==> src/rtl/fwd_pkg.sv <==
package fwd_pkg;
  localparam int NUM_SRC = 5;
  // index order is priority order, youngest first
  typedef enum logic [2:0] {
    SRC_EX_ALU   = 3'd0,
    SRC_MEM_LD   = 3'd1,
    SRC_MREG_ALU = 3'd2,
    SRC_WREG_LD  = 3'd3,
    SRC_WREG_ALU = 3'd4
  } fwd_src_e;
endpackage

==> src/rtl/fwd_match.sv <==
module fwd_match #(
  parameter int REG_W   = 4,
  parameter int NUM_SRC = 5
) (
  input  logic [REG_W-1:0]              src_i,
  input  logic [NUM_SRC-1:0][REG_W-1:0] dst_i,
  output logic [NUM_SRC-1:0]            hit_o
);
  localparam logic [REG_W-1:0] NoneId = '1;

  logic src_valid;
  assign src_valid = (src_i != NoneId);

  for (genvar g = 0; g < NUM_SRC; g++) begin : g_cmp
    assign hit_o[g] = src_valid && (dst_i[g] == src_i);
  end
endmodule

==> src/rtl/fwd_prio_sel.sv <==
module fwd_prio_sel #(
  parameter int DATA_W  = 32,
  parameter int NUM_SRC = 5
) (
  input  logic [NUM_SRC-1:0]             hit_i,
  input  logic [NUM_SRC-1:0][DATA_W-1:0] cand_i,
  input  logic [DATA_W-1:0]              rf_i,
  output logic [DATA_W-1:0]              val_o
);
  // lowest index wins: scan oldest to youngest so younger overwrites
  always_comb begin
    val_o = rf_i;
    for (int i = NUM_SRC - 1; i >= 0; i--) begin
      if (hit_i[i]) val_o = cand_i[i];
    end
  end
endmodule

==> src/rtl/fwd_operand.sv <==
module fwd_operand #(
  parameter int DATA_W  = 32,
  parameter int REG_W   = 4,
  parameter int NUM_SRC = 5
) (
  input  logic [REG_W-1:0]               src_i,
  input  logic [DATA_W-1:0]              rf_i,
  input  logic [NUM_SRC-1:0][REG_W-1:0]  dst_i,
  input  logic [NUM_SRC-1:0][DATA_W-1:0] cand_i,
  output logic [DATA_W-1:0]              val_o
);
  logic [NUM_SRC-1:0] hit;

  fwd_match #(.REG_W(REG_W), .NUM_SRC(NUM_SRC)) i_match (
    .src_i (src_i),
    .dst_i (dst_i),
    .hit_o (hit)
  );

  fwd_prio_sel #(.DATA_W(DATA_W), .NUM_SRC(NUM_SRC)) i_sel (
    .hit_i  (hit),
    .cand_i (cand_i),
    .rf_i   (rf_i),
    .val_o  (val_o)
  );
endmodule

==> src/rtl/fwd_unit.sv <==
module fwd_unit
  import fwd_pkg::*;
#(
  parameter int DATA_W = 32,
  parameter int REG_W  = 4
) (
  input  logic [REG_W-1:0]  src_a_i,
  input  logic [REG_W-1:0]  src_b_i,
  input  logic [DATA_W-1:0] rf_a_i,
  input  logic [DATA_W-1:0] rf_b_i,
  input  logic [REG_W-1:0]  ex_alu_dst_i,
  input  logic [DATA_W-1:0] ex_alu_val_i,
  input  logic [REG_W-1:0]  mem_ld_dst_i,
  input  logic [DATA_W-1:0] mem_ld_val_i,
  input  logic [REG_W-1:0]  mreg_alu_dst_i,
  input  logic [DATA_W-1:0] mreg_alu_val_i,
  input  logic [REG_W-1:0]  wreg_ld_dst_i,
  input  logic [DATA_W-1:0] wreg_ld_val_i,
  input  logic [REG_W-1:0]  wreg_alu_dst_i,
  input  logic [DATA_W-1:0] wreg_alu_val_i,
  output logic [DATA_W-1:0] op_a_o,
  output logic [DATA_W-1:0] op_b_o
);
  localparam int NumOps = 2;

  logic [NUM_SRC-1:0][REG_W-1:0]  dst;
  logic [NUM_SRC-1:0][DATA_W-1:0] cand;
  logic [NumOps-1:0][REG_W-1:0]   src;
  logic [NumOps-1:0][DATA_W-1:0]  rf;
  logic [NumOps-1:0][DATA_W-1:0]  op;

  always_comb begin
    dst[SRC_EX_ALU]    = ex_alu_dst_i;
    dst[SRC_MEM_LD]    = mem_ld_dst_i;
    dst[SRC_MREG_ALU]  = mreg_alu_dst_i;
    dst[SRC_WREG_LD]   = wreg_ld_dst_i;
    dst[SRC_WREG_ALU]  = wreg_alu_dst_i;
    cand[SRC_EX_ALU]   = ex_alu_val_i;
    cand[SRC_MEM_LD]   = mem_ld_val_i;
    cand[SRC_MREG_ALU] = mreg_alu_val_i;
    cand[SRC_WREG_LD]  = wreg_ld_val_i;
    cand[SRC_WREG_ALU] = wreg_alu_val_i;
  end

  assign src[0] = src_a_i;
  assign src[1] = src_b_i;
  assign rf[0]  = rf_a_i;
  assign rf[1]  = rf_b_i;

  for (genvar g = 0; g < NumOps; g++) begin : g_op
    fwd_operand #(.DATA_W(DATA_W), .REG_W(REG_W), .NUM_SRC(NUM_SRC)) i_operand (
      .src_i  (src[g]),
      .rf_i   (rf[g]),
      .dst_i  (dst),
      .cand_i (cand),
      .val_o  (op[g])
    );
  end

  assign op_a_o = op[0];
  assign op_b_o = op[1];
endmodule

==> config.mk <==
export PLATFORM = sky130hd
export DESIGN_NAME = fwd_unit
export DESIGN_NICKNAME = d
export VERILOG_FILES = /design/src/rtl/fwd_pkg.sv /design/src/rtl/fwd_match.sv /design/src/rtl/fwd_prio_sel.sv /design/src/rtl/fwd_operand.sv /design/src/rtl/fwd_unit.sv
export SDC_FILE = /design/constraint.sdc
export NUM_CORES = 1
export LEC_CHECK = 0
export BUFFER_PORTS_ARGS = -buffer_cell sky130_fd_sc_hd__clkbuf_2
export CAP_MARGIN = 30
export CORE_AREA = 5 5 121 123
export DETAILED_ROUTE_END_ITERATION = 7
export DIE_AREA = 0 0 126 128
export GPL_TIMING_DRIVEN = 0
export PLACE_DENSITY = 0.77
export SLEW_MARGIN = 20
export SYNTH_ARGS = -nofsm -noshare
export SYNTH_HDL_FRONTEND = slang
export SYNTH_SLANG_ARGS = --single-unit
==> constraint.sdc <==
create_clock -name vclk -period 1.6
set_clock_uncertainty 0.05 [all_clocks]
set_input_delay 0 -clock vclk [all_inputs]
set_output_delay 0 -clock vclk [all_outputs]
set_load 0.01 [all_outputs]
### Word level (Yosys, flattened, before mapping)

Index checks and enable logic that the tools add are counted.

* add/sub/neg operators: 0
* multiply operators: 0
* divide/modulo/power cells: 0
* $lt $le $gt $ge: 0
* eq/ne operators: 12
* shifts and indexed selects: 0
* muxes and demuxes: 10
* bitwise operators: 0
* reduce and logical (&&, ||, !) cells: 10

Operators with widths (number)
* 32-bit 2-to-1 mux: 10
* 4-bit equality test: 10
* 1-bit logical AND: 10
* 4-bit inequality test (second input constant): 2

* flip-flop bits (word level): 0
* bits in latches: 0
* bits in writable memories: 0
* memory bits (read-only): 0
* bits of input ports: 252
* output and inout port bits: 64
* memories: 0

### Longest topological paths before layout

Gate-level depths: netlist (run 1).

* depth after elaboration: 7
* gate-level depth with buffers: 8

### Hierarchy

From an unflattened synthesis (run 1), not the netlist that was laid out.

* cell total of the unflattened synthesis: 538
* area, all modules: 4621.9 sq um

Modules (own cells, without submodules)
* fwd_prio_sel: times used 2, cells each 223, area each 1960.6 sq um
* fwd_match: times used 2, cells each 46, area each 350.3 sq um

### Least setup slack after synthesis (run 1)

OpenSTA, ideal clock, no wires.

* path type: input-to-output
* from: input src_b_i[2]
* to: output op_b_o[10]
* data arrival time: 1.505 ns
* required time: 1.550 ns
* setup slack: 0.045 ns
* stages on the path: 7
* path buffers: 2
* cell sequence: buf_4 and4_4 or3_4 buf_2 or3_1 o2111ai_1 o211ai_1

* longest elaborated chain between the ends: 7

RTL lines
* start, declared: RTL line fwd_unit.sv:8 `input logic [REG_W-1:0] src_b_i,`
* 4-bit inequality test / 4-bit equality test (equally long branches): RTL line fwd_match.sv:12, fwd_match.sv:15
* 1-bit logical AND: RTL line fwd_match.sv:15 `assign hit_o[g] = src_valid && (dst_i[g] == src_i);`
* 32-bit 2-to-1 mux (4 in a row): RTL line fwd_prio_sel.sv:14 `if (hit_i[i]) val_o = cand_i[i];`
* 32-bit 2-to-1 mux *: RTL line fwd_prio_sel.sv:14
* end, declared: RTL line fwd_unit.sv:22 `output logic [DATA_W-1:0] op_b_o`

Mark *: on every way between the ends. The rest lies on a longest branch, timed or not.

### Final worst setup path (run 1)

* from: input src_b_i[2]
* to: output op_b_o[20]

The elaborated chain is that of the path after synthesis.

==> metrics.md, run 1 <==
| Metric | Value |
|---|---|
| Lkg Pwr | 3.22 nW |
| Critical path fanouts, max | 8 |
| Final Cycle Share | 1.17 |
| Peak VDD IR | 0.186 mV |
| Worst path most repeated cell | or3_4 |
| Vias | 8,204 |
| Mean Syn Cell Area | 6.67 um2 |
| First-pass GRT wire length | 44.5 mm |
| Worst setup margin | -0.265 ns |
| Placed insts | ~1,200 |
| CP required | 1.55 ns |
| Seq cells | 0 |
| Least-Margin Pin Slew | 0.503 ns |
| Antenna Cells | 0 |
| Startpoint Class | input pin |
| CORE AREA | 13,600 um2 |
| Vias in the first global route | 8,183 |
| GR Util All Layers | 0.338 |
| Dpl ws | -0.707 ns |
| Rows | 43 |
| Post-synth cell types | 33 |
| Syn Nets | roughly 950 |
| Slowest CP cell | or3_4 |
| Non-filler cells, final | between 1,000 and 1,500 |
| Die width | 126 um |
| Max Slew Vio Count | 0 |
| Tmin final | 1.86 ns |
| Crit path DAT | 1.81 ns |
| WL per Instance | 25.3 um |
| Outcome | complete, but fails checks |
| CP bufs+invs | 3 |
| Ports | 316 |
| Hold_ws | 0.273 ns |
| Drt pass-1 iters | 8 |
| Sequential share of the synthesized area | 0 |
| Die area | roughly 16,000 um2 |
| Largest net degree at the start of global routing | 11 |
| Share of cells above drive strength 1 | 0.535 |
| Setup crit end kind | output port |
| Storage element area | 0 um2 |
| Final antenna-violating net count | 0 |
| RSZ-0062 raised after global routing | true |
| Power density cells | 420 nW/um2 |
| Initial Util | 0.344 |
| Ys Warns | 0 |
| Hold Vio Cnt, Final | 0 |
| Gpl congestion | 0.921 |
| Failing checks | negative setup slack |
| Initial DRC count | 1,208 |
| Clk_buf instances | 0 |
| Area Overhead vs Synth | 63.0% |
| Nets | 1,271 |
| CP Cell Sequence | buf_12, xor2_2, or3_4, buf_6, or3_4, o2111ai_2, o211ai_1, clkbuf_2 |
| Chip height | 128 um |
| Top-area cell type share of the netlist area | 0.137 |
| Peak Freq | roughly 0.54 GHz |
| Kind of critical path | input pin to output port |
| Final setup fails | between 60 and 70 |
| Mapped Cells | 699 |
| DP HPWL | 21.5 mm |
| Yosys top cell by area | a32o_1 |
| Remaining DRCs | 0 |
| Initial antenna violation count | 0 |
| Avg Vias per Cell | 6.85 |
| Port bufs | 308 |
| Post-Route WL | 30.3 mm |
| Worst hold-check path type | input pin to output port |
| Post-Syn Area | 4670 um2 |
| Slowest stage delay, CP | roughly 0.5 ns |
| Max Cap Viol | 0 |
| Rel. slew slack | 0.664 |
| Total gr overflow | 0 |
| CP top delay family | simple AND/OR/NAND/NOR gates |
| Largest cells by area after synthesis | a32o_1, o2111ai_1, a211oi_1 |
-- path summary, 6_finish.rpt --
kind,startpoint,end,slack [ns],cells after the start
min,ex_alu_val_i[6],op_b_o[6],0.27,4
max,src_b_i[2],op_b_o[20],-0.26,8
-- Yosys cell counts (4+ instances only) --
master	instances
clkbuf_1	77
nand2_1	66
nand3_1	66
a211oi_1	64
a21boi_0	64
a32o_1	64
o2111ai_1	64
or3_1	64
o211ai_1	62
xor2_1	30
buf_2	20
nor2_1	12
xnor2_1	8
and2_1	4
or2_2	4
-- placed cells by master, fill, tap and decap left out, drive strengths merged --
cell     count
clkbuf     360
nand2       66
nand3       66
or3         65
a32o        64
a21boi      64
a211oi      64
o2111ai     64
o211ai      62
buf         62
xor2        30
nor2        12
xnor2        8
and2         7
or2          4
a311oi       4
nor3         3
a21oi        2
nor3b        2
a31oi        2
o21ai        2
and4         1
nand4        1
and3         1
a311o        1
-- what timing repair did --
action,CTS,global route
hold buffers,0,0
setup endpoints to repair,64,64
buffers inserted,9,1
gates cloned,4,2
resized for setup,220,94
pin swaps,36,18
-- per-stage QoR --
stage	TNS, ns	power, W	area [um2]	utilization
floorplan	0	0.00150	4670	-
finish	-12.83	0.00319	7610	0.561
global placement	-34.01	0.00263	6430	0.474
detailed placement	-35.42	0.00267	6430	0.474
CTS	-8.75	0.00300	7330	0.541
global route	-15.10	0.00337	7610	0.561
-- layer usage --
layer / GRT usage / vias to the layer above / share of wire
li1: - / 3525 / -
met1: 0.427 / 3777 / 0.37
met2: 0.571 / 763 / 0.46
met3: 0.0588 / 139 / 0.11
met5: 0 / - / 0
met4: 0.138 / 0 / 0.048
-- tightest hold or removal path, stage by stage --
cell,delay (ns)
clkbuf_2,0.08
nand2_1,0.04
o211ai_1,0.06
buf_2,0.13
-- where the power goes --
part           internal, W  switching [W]
registers                0              0
logic              0.00137        0.00183
clock network            0              0
-- cells by family (layout without fill, tap and decap cells) --
| logic type | after synthesis | in the layout | synth area share |
|---|---|---|---|
| buf+inv | 104 | 422 | 0.0955 |
| compound gates | 329 | 329 | 0.582 |
| simple gates | 228 | 228 | 0.251 |
| xor+xnor | 38 | 38 | 0.0713 |
-- final cells by class --
class              instances  area [um2]
plain buffers             98         731
fillers                 1361        5950
multi-input cells        595        4910
well taps                180         225
repair buffers           324        1740
Power figures use the tool's default switching activity.
==> run 2, diff against run 1 <==
Settings changed: CORE_AREA 5 5 121 123 to 2 2 122 124, DIE_AREA 0 0 126 128 to 0 0 124 126, PLACE_DENSITY 0.77 to 0.73.
==> run 2 against run 1 <==
  * The flow still finishes with violations (negative setup slack)
  * Clock-buffer cell count unchanged
  * Non-clock buffer count up 20
  * Cell count is 2.0% higher
  * Combinational power increased by 7.5%
  * Global-route usage rose by 0.81 points
  * Maximum frequency shrank 0.89%
  * Sequential cell count unchanged
  * First-iteration DRC count increased by 14%
  * Routed wire length rose by 1.7%
  * Worst setup slack lost 0.017 ns
  * Sequential share of layout area is the same
  * Critical endpoint is now op_a_o[2]
  * Highest routed layer unchanged
==> metrics.md, run 2 (synthesis results as in run 1) <==
| Metric | Value |
|---|---|
| Outcome | complete, but fails checks |
| Failing checks | negative setup slack |
| Antenna Cells | 0 (unchanged) |
| Hold Vio Cnt, Final | 0 (unchanged) |
| Setup TNS Final | -11.16 ns (+1.66 ns) |
| Vias | 8,317 (+1.4%) |
| Peak Freq | 0.532 GHz (-0.89%) |
| Crit path DAT | 1.83 ns (+0.02 ns) |
| Final setup fails | 64 (unchanged) |
| Seq cells | 0 (unchanged) |
| Initial DRC count | 1,378 (+14%) |
| CP Cell Sequence | clkbuf_8, xor2_2, a311oi_4, and2_4, buf_8, buf_6, a211oi_2, o211ai_1, buf_2 |
| Dpl ws | -0.740 ns (-0.0327 ns) |
| CORE AREA | 14,300 um2 (+5.6%) |
| Chip height | 126 um (-1.6%) |
| Area Overhead vs Synth | 74.5% |
| Share of cells above drive strength 1 | 0.572 (+0.0369) |
| First-pass GRT wire length | 42.6 mm (-4.2%) |
| Remaining DRCs | 0 (unchanged) |
| RSZ-0062 raised after global routing | true |
| Die width | 124 um (-1.6%) |
| Peak VDD IR | 0.152 mV (-18%) |
| Clk_buf instances | 0 (unchanged) |
| Commonest non-fill, non-tap cell in the layout | clkbuf_2 |
| Rel. slew slack | 0.662 (-0.00273) |
| Hold_ws | 0.282 ns (+0.00917 ns) |
| Storage element area | 0 um2 (unchanged) |
| CP top delay family | compound AO/OA/AOI/OAI gates |
| Final antenna-violating net count | 0 (unchanged) |
| Total gr overflow | 0 (unchanged) |
| CP required | 1.55 ns (about the same) |
| Post-Route WL | 30.8 mm (+1.7%) |
| Hold buffers post-CTS | 0 (unchanged) |
| Lkg Pwr | 3.43 nW (+6.3%) |
| Port bufs | 308 (unchanged) |
| Avg Vias per Cell | 6.81 (-0.62%) |
| Initial Util | 0.326 (-0.0182) |
| Least-Margin Pin Slew | 0.508 ns (+0.00410 ns) |
| Largest net degree at the start of global routing | 11 (unchanged) |
| Worst hold-check path type | input pin to output port |
| Final Cycle Share | 1.18 (+0.0104) |
| Tmin final | 1.88 ns (+0.0167 ns) |
| Startpoint Class | input pin |
| Worst setup margin | -0.281 ns (-0.0167 ns) |
| Post-route core utilization | 0.569 (+0.00779) |
| Max Slew Vio Count | 0 (unchanged) |
| Non-filler cells, final | 1,221 (+2.0%) |
| Drt pass-1 iters | 6 (-2) |
| Vias in the first global route | 7,736 (-5.5%) |
| Power density cells | 421 nW/um2 (+0.35%) |
| Slowest stage delay, CP | 0.39 ns (-0.12 ns) |
| Nets | 1,291 (+1.6%) |
| DP HPWL | 21.0 mm (-2.4%) |
| Setup crit end kind | output port |
| Gpl congestion | 0.906 (-1.6%) |
| Initial antenna violation count | 1 (+1) |
| Commonest cells after routing, fill and taps aside | clkbuf_2, a32o_1, nand2_1, o211ai_1, a21boi_0 |
| Slowest CP cell | a311oi_4 |
| Critical path fanouts, max | 6 (-2) |
| Ports | 316 (unchanged) |
| Die area | 15,600 um2 (-3.1%) |
| WL per Instance | 25.2 um (-0.34%) |
| Max Cap Viol | 0 (unchanged) |
| Kind of critical path | input pin to output port |
| Rows | 44 (+2.3%) |
| CP bufs+invs | 4 (+1) |
| GR Util All Layers | 0.346 (+0.00809) |
| Placed insts | 1,191 (+0.34%) |
## run 2: cell types whose count changed in the layout (fill, tap and decap cells not counted), moves of 6 or more
cell      before  now
clkbuf_2     335  315
buf_2         20   32
buf_4         18   29
nand3_1       64   53
nand3_2        2   13
buf_8          1   10
xor2_1        26   20
## run 2: path summary, 6_finish.rpt
check                        startpoint         to  slack (ns)  cells after the start
worst max-delay path  wreg_alu_dst_i[2]  op_a_o[2]       -0.28                      9
worst min-delay path    ex_alu_val_i[2]  op_b_o[2]        0.28                      4
## run 2: metal layers
metal	GRT usage	up-vias	routed length [um]
met5	0	-	0
met4	0.132	0	1500
met3	0.0335	147	3290
met2	0.569	754	14000
met1	0.464	3866	12000
li1	-	3550	-
## run 2: area by class of cell
type,instances,area [um2]
repair buffers,343,1930
well taps,184,230
fillers,1376,6170
multi-input cells,595,5110
plain buffers,99,877
## run 2: power breakdown
part | internal [W] | total, W | switching (W)
clock | 0 | 0 | 0
combinational | 0.00152 | 0.00343 | 0.00191
sequential | 0 | 0 | 0
total | 0.00152 | 0.00343 | 0.00191
## run 2: what timing repair did
action	in CTS	in global routing
endpoints found under the setup margin	64	64
gates cloned	6	1
hold endpoints to repair	0	0
setup buffers	14	17
gates resized for setup	226	196
pin swaps	52	56
## run 2: through the flow
stage | total power, W | instance area [um2]
after floorplan | 0.00150 | 4670
after global placement | 0.00265 | 6440
after detailed placement | 0.00267 | 6440
after CTS | 0.00304 | 7420
after global routing | 0.00361 | 8140
final | 0.00343 | 8140
==> run 3, diff against run 2 <==
==> constraint.sdc (replaced) <==
create_clock -name vclk -period 1.6
set_clock_uncertainty 0.05 [all_clocks]
set_input_delay 0.16 -clock vclk [all_inputs]
set_output_delay 0.16 -clock vclk [all_outputs]
set_load 0.01 [all_outputs]
==> run 3 against run 2 <==
  * The run still ends with negative setup slack left
  * Sequential cell count stayed put
  * Total power shrank 4.8%
  * First-iteration DRC count is 16% lower
  * Global-route usage rose by 1.3 points
  * Highest routed layer unchanged
  * Utilization fell by 2.7 points
  * Largest power group unchanged
==> metrics.md, run 3 (synthesis results as in run 1) <==
| Metric | Value |
|---|---|
| Ports | 316 (unchanged) |
| Share of cells above drive strength 1 | 0.557 (-0.0149) |
| Multi-input logic area | 5040 um2 (-1.2%) |
| Clk_buf instances | 0 (unchanged) |
| Critical path fanouts, max | 8 (+2) |
| Worst setup margin | -0.586 ns (-0.305 ns) |
| Hold buffers post-CTS | 0 (unchanged) |
| Least-Margin Pin Slew | 0.504 ns (-0.00356 ns) |
| Nets | 1,272 (-1.5%) |
| Seq pwr share | 0 (unchanged) |
| Initial Util | 0.326 (unchanged) |
| Vias in the first global route | 8,011 (+3.6%) |
| Rows | 44 (unchanged) |
| Number of fillers in the final layout | 1,380 (+0.29%) |
| Tmin final | 2.19 ns (+0.305 ns) |
| Drt pass-1 iters | 7 (+1) |
| Avg Vias per Cell | 6.72 (-1.4%) |
| Lkg Pwr | 3.28 nW (-4.2%) |
| GR Util All Layers | 0.359 (+0.0131) |
| Setup crit end kind | output port |
| Crit path DAT | 1.98 ns (+0.15 ns) |
| Initial antenna violation count | 0 (-1) |
| First-pass GRT wire length | 44.0 mm (+3.1%) |
| Clock power frac | 0 (unchanged) |
| Final Cell Area | 7760 um2 (-4.7%) |
| Max Slew Vio Count | 0 (unchanged) |
| Peak Freq | 0.457 GHz (-14%) |
| Die area | 15,600 um2 (unchanged) |
| Die width | 124 um (unchanged) |
| Post-route core utilization | 0.542 (-0.0268) |
| Total gr overflow | 0 (unchanged) |
| CP required | 1.39 ns (-0.16 ns) |
| Final antenna-violating net count | 0 (unchanged) |
| Outcome | complete, but fails checks |
| Startpoint Class | input pin |
| Chip height | 126 um (unchanged) |
| Seq cells | 0 (unchanged) |
| Power density cells | 421 nW/um2 (-0.13%) |
| Cell Area, Placed | 6570 um2 (+2.0%) |
| Vias | 8,075 (-2.9%) |
| Storage element area | 0 um2 (unchanged) |
| Final Cycle Share | 1.37 (+0.191) |
| Commonest non-fill, non-tap cell in the layout | clkbuf_2 |
| Gpl congestion | 0.914 (+0.90%) |
| Max Cap Viol | 0 (unchanged) |
| Net Sw Frac | 0.572 (+0.0145) |
| P_sw | 0.00187 W (-2.4%) |
| Failing checks | negative setup slack |
| Kind of critical path | input pin to output port |
| Final setup fails | 64 (unchanged) |
| Port bufs | 308 (unchanged) |
| Worst hold-check path type | input pin to output port |
| DP HPWL | 21.1 mm (+0.62%) |
| Peak VDD IR | 0.165 mV (+8.8%) |
| Post-Route WL | 30.3 mm (-1.4%) |
| RSZ-0062 raised after global routing | true |
| Power share of the combinational group | 1.000 (about the same) |
| Hold Vio Cnt, Final | 0 (unchanged) |
| Remaining DRCs | 0 (unchanged) |
| Commonest cells after routing, fill and taps aside | clkbuf_2, nand2_1, a32o_1, a21boi_0, o211ai_1 |
| Internal Dissipation | 0.00140 W (-8.0%) |
| Rel. slew slack | 0.662 (about the same) |
| Area Overhead vs Synth | 66.3% |
| Initial DRC count | 1,162 (-16%) |
| Largest net degree at the start of global routing | 11 (unchanged) |
| CORE AREA | 14,300 um2 (unchanged) |
| WL per Instance | 25.2 um (+0.19%) |
| Antenna Cells | 0 (unchanged) |
==> run 3: cell types whose count changed in the layout (fill, tap and decap cells not counted), sizes merged <==
cell	previous run	this run
buf	99	62
clkbuf	343	361
==> run 3: layer usage <==
metal,share of wire,GRT usage,routed length (um)
met4,0.045,0.159,1350
met3,0.10,0.0557,3110
met1,0.38,0.456,11600
met5,0,0,0
met2,0.47,0.596,14300
==> run 3: worst max-delay path, stage by stage <==
cell and delay, ns:
clkbuf_16 0.14, xor2_2 0.18, or3_4 0.51, buf_8 0.18, or3_1 0.37, o2111ai_1 0.12, o211ai_1 0.15, clkbuf_2 0.16
==> run 3: worst paths after layout <==
check,startpoint,endpoint,slack [ns],depth (start not counted)
max,mem_ld_dst_i[2],op_b_o[16],-0.59,8
min,ex_alu_val_i[21],op_b_o[21],0.60,4
==> run 3: power groups by stage <==
| stage | sequential [W] | clock [W] | combinational (W) |
|---|---|---|---|
| after detailed placement | 0 | 0 | 0.00272 |
| after global placement | 0 | 0 | 0.00270 |
| after floorplan | 0 | 0 | 0.00155 |
| after CTS | 0 | 0 | 0.00305 |
| after global routing | 0 | 0 | 0.00345 |
| final | 0 | 0 | 0.00327 |
==> run 3: final cells by class <==
class                           count  share of cell area
Multi-Input combinational cell    595               0.650
Timing Repair Buffer              325               0.226
Buffer                             98              0.0942
Tap cell                          184              0.0297
==> run 3: through the flow <==
| step | setup WS, ns | TNS (ns) | hold slack, ns | power [W] | std cells |
|---|---|---|---|---|---|
| 2_1_floorplan | -0.228 | -12.14 | 0.421 | 0.00155 | 699 |
| 3_3_place_gp | -0.985 | -48.70 | 0.609 | 0.00270 | 1191 |
| 3_5_place_dp | -0.980 | -48.52 | 0.605 | 0.00272 | 1191 |
| 4_1_cts | -0.556 | -31.89 | 0.606 | 0.00305 | 1200 |
| 5_1_grt | -0.614 | -35.83 | 0.633 | 0.00345 | 1202 |
| 6_report | -0.586 | -33.61 | 0.599 | 0.00327 | 1202 |
==> run 3: what timing repair did <==
action | 4_1_cts | 5_1_grt
gates cloned | 5 | 1
endpoints found under the setup margin | 64 | 64
buffers inserted | 6 | 5
pin swaps | 61 | 23
resized for setup | 202 | 92
